--- src/rtl/baud_frac_div.sv ---
module baud_frac_div #(
  parameter int DW     = 32,
  parameter int FLD_LO = 6,
  parameter int FRAC_W = 2,
  parameter int INT_W  = 13
) (
  input  logic          clk,
  input  logic          rst_n,
  input  logic          cfg_we,
  input  logic [DW-1:0] cfg_wdata,
  output logic          tick
);
  localparam int FLD_W = INT_W + FRAC_W;
  localparam int CW    = INT_W + 1;

  logic [INT_W-1:0]  int_q;
  logic [FRAC_W-1:0] frac_q;
  logic [FRAC_W-1:0] acc_q;
  logic [CW-1:0]     cnt_q;
  logic [FLD_W-1:0]  fld;
  logic [FRAC_W:0]   sum;
  logic              hit;

  assign fld = cfg_wdata[FLD_LO +: FLD_W];
  assign sum = {1'b0, acc_q} + {1'b0, frac_q};
  assign hit = (cnt_q == ({1'b0, int_q} + CW'(sum[FRAC_W])));

  always_ff @(posedge clk or negedge rst_n) begin
    if (!rst_n) begin
      int_q  <= '0;
      frac_q <= '0;
      acc_q  <= '0;
      cnt_q  <= '0;
      tick   <= 1'b0;
    end else if (cfg_we) begin
      int_q  <= fld[FLD_W-1:FRAC_W];
      frac_q <= fld[FRAC_W-1:0];
      acc_q  <= '0;
      cnt_q  <= '0;
      tick   <= 1'b0;
    end else if (hit) begin
      acc_q  <= sum[FRAC_W-1:0];
      cnt_q  <= '0;
      tick   <= 1'b1;
    end else begin
      cnt_q  <= cnt_q + 1'b1;
      tick   <= 1'b0;
    end
  end
endmodule


--- config.mk ---
export PLATFORM = sky130hd
export DESIGN_NAME = baud_frac_div
export DESIGN_NICKNAME = d
export VERILOG_FILES = /design/src/rtl/baud_frac_div.sv
export SDC_FILE = /design/constraint.sdc
export NUM_CORES = 1
export LEC_CHECK = 0
export BUFFER_PORTS_ARGS = -buffer_cell sky130_fd_sc_hd__buf_2
export CORE_UTILIZATION = 35
export CTS_BUF_LIST = sky130_fd_sc_hd__clkbuf_8
export DETAILED_ROUTE_END_ITERATION = 8
export PLACE_DENSITY = 0.63
export SLEW_MARGIN = 10
export SYNTH_ARGS = -nofsm -noshare
export SYNTH_HDL_FRONTEND = slang
export SYNTH_SLANG_ARGS = --single-unit
--- constraint.sdc ---
create_clock -name clk -period 4.8 [get_ports clk]
set_input_delay 0.48 -clock clk [delete_from_list [all_inputs] [get_ports clk]]
set_output_delay 0.48 -clock clk [all_outputs]
set_load 0.01 [all_outputs]
* After elaboration in Yosys (flattened, before gate mapping)
Cells that the tools add are included.
Storage, ports and cells: register bits after elaboration 32, input bits 35, output and inout port bits 1, logic and storage cells 16
Cells by class: add/sub/neg operators 3, equality and inequality tests 1, multiplexer cells 6, reduce and logical (&&, ||, !) cells 1
Operator list (count):
- 2-to-1 mux 14 bit | 2
- adder 13 x 1 -> 14 bit | 1
- adder 14 x 1 -> 14 bit (second input constant) | 1
- == test 14 bit | 1
- 2-to-1 mux 2 bit | 2
- adder 2 x 2 -> 3 bit | 1
- 2-to-1 mux 1 bit | 2
- nonzero test 2 bit | 1

* Logic depth before layout (Yosys ltp)
depth after elaboration 5, mapped depth 13, depth with buffers taken out 12

* Least setup slack after synthesis
No wires, ideal clock.
kind register to register, start point reg frac_q[0], end point reg acc_q[1], data arrival time 2541 ps, data required time 4672 ps, slack 2131 ps, stages on the path, launching flop included 13, period minus slack after synthesis 2669 ps, cell sequence dfrtp_1 > ha_1 > inv_1 > fa_1 > inv_1 > ha_1 > ha_1 > nand2_1 > or3_4 > nor3b_2 > o21bai_2 > nor3_2 > mux2_1
On the way: cells in the longest elaborated chain, start to end 4, elaborated cells between the ends (all ways) 6
RTL lines:
- start, declared | RTL line 17 | logic [FRAC_W-1:0] frac_q;
- start signal, assigned | RTL line 37 | frac_q <= fld[FRAC_W-1:0];
- adder 2 x 2 -> 3 bit (*) | RTL line 25 | assign sum = {1'b0, acc_q} + {1'b0, frac_q};
- adder 13 x 1 -> 14 bit | RTL line 26 | assign hit = (cnt_q == ({1'b0, int_q} + CW'(sum[FRAC_W])));
- == test 14 bit | RTL line 26
- nonzero test 2 bit (no line)
- end signal, assigned | RTL line 42 | acc_q <= sum[FRAC_W-1:0];
- end, declared | RTL line 18 | logic [FRAC_W-1:0] acc_q;
Every way passes the cells marked *; elsewhere a longest branch is shown, timed or not. The select of a mux whose other input is x is not followed. A chain may end at the register's enable or synchronous reset.

* Worst setup path in the final report
start point reg frac_q[0], end point reg cnt_q[12]
On the way: cells in the longest elaborated chain, start to end 5
RTL lines:
- adder 2 x 2 -> 3 bit | RTL line 25
- adder 13 x 1 -> 14 bit | RTL line 26
- == test 14 bit | RTL line 26
- 2-to-1 mux 14 bit | RTL line 41 | end else if (hit) begin
- 2-to-1 mux 14 bit | RTL line 35 | end else if (cfg_we) begin
- end signal, assigned | RTL line 46 | cnt_q <= cnt_q + 1'b1;
- end, declared | RTL line 19 | logic [CW-1:0] cnt_q;
No other way between the ends.

==> summary.txt <==
Floorplanning
  – # IOs: 36
  – Die X: 74.1 um
  – Initial Utilization: 37.3%
  – Rows: 25
  – Core Area: 4880 um^2
  – Die Y: 74.1 um
  – Die ar.: 5500 um^2

Outcome
  – Status: complete, no violations

Worst setup path
  – Worst-path fanout max: 14
  – R2r worst-path depth: 11
  – WS Path Type: register to register
  – Worst setup path start: frac_q[0]$_DFFE_PN0P_
  – Req. time, crit path: 4.94 ns
  – Setup crit end kind: register
  – Crit path launch type: register
  – FF-to-FF End: cnt_q[12]$_DFF_PN0_
  – Reg2Reg Setup Slack: 1.77 ns
  – CP arrival: ~3.2 ns
  – Reg-to-reg startpoint: frac_q[0]$_DFFE_PN0P_

Placement
  – Port buffer count: 18
  – Placer Congestion: 0.766
  – Post-DP Area: slightly below 2000 um^2
  – Placed cells: 251
  – Post-DP HPWL: ~2.3 mm
  – Place WS: roughly 1.7 ns

Global routing
  – Met2 Usage GRT: between 20 and 25%
  – Initial antenna violation count: 0
  – Total track usage: 13.4%
  – Total global routing overflow: 0
  – Number of global-route vias before repair: 1224
  – GR Util met1: 15.7%
  – First-pass GRT wire length: 5.48 mm
  – Largest net degree at the start of global routing: 33
  – GRT met3 Usage: 4.74%
  – Gr busiest metal: met2

Timing
  – Final Max Slew Viols: 0
  – Worst Tran Pin Value: 0.717 ns
  – # setup viols final: 0
  – Min cycle time layout: 3.03 ns
  – Setup TNS: 0 ns
  – Max-slew headroom: between 50% and 60%
  – Peak Freq: 330 MHz
  – Worst setup margin: 1.77 ns
  – RSZ-0062 raised after global routing: false
  – Final Hold Viols: 0
  – Clk_skew: about 0.0028 ns
  – Final critical-path share of the clock period: 63.2%

Routing
  – Drt via density: 4.78
  – Detail-routed net length per standard cell: 12.3 um
  – Detailed-route wire length: 3.18 mm
  – Routed Antenna Nets: 0
  – Drt pass-1 iters: 4
  – Drt drc: 0
  – Initial DRC Count: 31
  – DR vias: 1237

Yosys
  – Post-Syn Nets: 210
  – Synth Cell Area: ~1800 um^2
  – Synth area leader: dfrtp_1
  – Synth top area cells: dfrtp_1 44%, xnor2_1 8.2%, mux2_2 8.0%, xor2_1 5.3%, nor2_1 3.9%
  – Syn Area/Cell: 10.7 um^2
  – Synth warn: 0
  – Register area share after synthesis: 44.0%
  – Synth unique cells: 39
  – Seq cells post-synth: 32
  – Synth top cells by count: 32 x dfrtp_1, 19 x nor2_1, 17 x xnor2_1, 13 x mux2_2, 12 x nand2_1
  – Dominant cell by count in the synthesized netlist: dfrtp_1
  – Prevailing post-synth register cell: dfrtp_1
  – Post-synth EDFFs: 0
  – Post-synth ARST share: between 90% and 100%
  – Post-Synthesis Cells: 170
  – Synth top area share: 44.0%

Clock network
  – H-Tree Depth: 2
  – Clock buffer count from CTS: 5
  – Worst-Skew Late Latency: 0.28 ns
  – Hold-fix buffer count after cts: 0
  – Clk sinks: 32
  – Post-CTS setup buffer count: 0
  – Clock Tree Root: clkbuf_8
  – Resized cells post-CTS: 0
  – CTS tree: done
  – Clk buf depth: 2
  – Clock-pin slew on the worst setup and hold paths: about 0.06 ns

Power
  – PwrDens: 283 nW/um^2
  – Switching share of power: 25.5%
  – Leakage: between 0.8 and 0.9 nW
  – Internal: approximately 440 uW
  – Flop pwr share: 52.0%
  – Logic pwr share: 12.2%
  – Clock share of power: 35.9%
  – Peak supply drop: 102 uV
  – Net Sw Power: 149 uW

Cells and area
  – Final instance area: ~2100 um^2
  – Share of layout cells above drive strength 1: between 20% and 30%
  – Final net count: between 200 and 250
  – Layout Cells excl Fill: between 200 and 300
  – Layout area overhead: 13.3%
  – Ant diodes: 0
  – Final core area utilization: roughly 42%

Worst hold path
  – Worst hold path class: input port to asynchronous set/reset pin

Flow run
  – Max Cap Violations: 0
[critical path: stages, from the launching register on]
cell and delay, ns:
dfrtp_1 0.35, ha_1 0.15, inv_1 0.05, fa_1 0.37, inv_1 0.07, ha_1 0.16
nand3_1 0.25, xnor2_1 0.23, a311oi_1 0.32, nand4_1 0.26, o31ai_4 0.57, nor2_1 0.11
[power by group through the flow]
stage | logic, mW | registers, mW | clock network (mW)
floorplan | 0.0560 | 0.302 | 0
global placement | 0.0704 | 0.309 | 0
detailed placement | 0.0718 | 0.309 | 0
CTS | 0.0726 | 0.304 | 0.220
global route | 0.0804 | 0.307 | 0.234
finish | 0.0711 | 0.304 | 0.210
[how the worst max path moves through the flow]
stage                           end  slack, ns
6_report        cnt_q[12]$_DFF_PN0_       1.77
5_1_grt         cnt_q[10]$_DFF_PN0_       1.55
4_1_cts         cnt_q[13]$_DFF_PN0_       1.72
3_5_place_dp    cnt_q[13]$_DFF_PN0_       1.75
3_3_place_gp    cnt_q[12]$_DFF_PN0_       1.79
2_1_floorplan  acc_q[1]$_DFFE_PN0P_       2.13
[layout make-up]
type,instances,area (um^2)
timing repair buffer,18,90.1
sequential,32,801
clock buffer,6,82.6
inverter,8,30.0
multi-input combinational,126,967
clock inverter,2,10.0
tap,67,83.8
fill,494,2820
[metrics by stage]
stage | power, mW | hold slack (ns)
finish | 0.584 | 0.250
floorplan | 0.358 | 0.184
detailed placement | 0.381 | 0.509
global route | 0.621 | 0.297
CTS | 0.596 | 0.277
global placement | 0.379 | 0.497
[flip-flops by register name, indices dropped and copies added, names as in the netlist]
register / cells
frac_q: 2
acc_q: 2
cnt_q: 14
int_q: 13
tick: 1
[layout by cell type, fill, tap and decap left out, types with 2 or more instances in the layout]
master | synthesis | final
inv_1 | 8 | 8
xnor2_1 | 17 | 17
o21ai_0 | 4 | 4
nand4_1 | 2 | 2
mux2_2 | 13 | 13
nand2_1 | 12 | 12
dfrtp_1 | 32 | 32
mux2i_1 | 3 | 3
nand3_1 | 11 | 11
nor4_1 | 2 | 2
clkinv_2 | 0 | 2
and2_1 | 2 | 2
and3_1 | 4 | 4
nor2_1 | 19 | 19
or3_1 | 2 | 2
clkbuf_8 | 0 | 6
buf_2 | 1 | 18
xor2_1 | 11 | 11
ha_1 | 4 | 4
[metal layers]
metal,vias up,part of all wire [%]
li1,621,-
met4,0,1.6
met5,-,0
met2,17,47
met1,595,48
met3,4,3.7
[logic make-up after synthesis]
| logic type | count (synthesis) | synth area share [%] |
|---|---|---|
| AND/OR/NAND/NOR | 62 | 17.9 |
| AO/OA/AOI/OAI | 13 | 6.32 |
| adder cells (fa/ha/maj) | 5 | 3.85 |
| buffers and inverters | 12 | 2.95 |
| XOR/XNOR | 29 | 14.7 |
| flip-flops | 32 | 44.0 |
| multiplexers | 17 | 10.3 |
No activity file was read; power rests on OpenSTA's default activity.
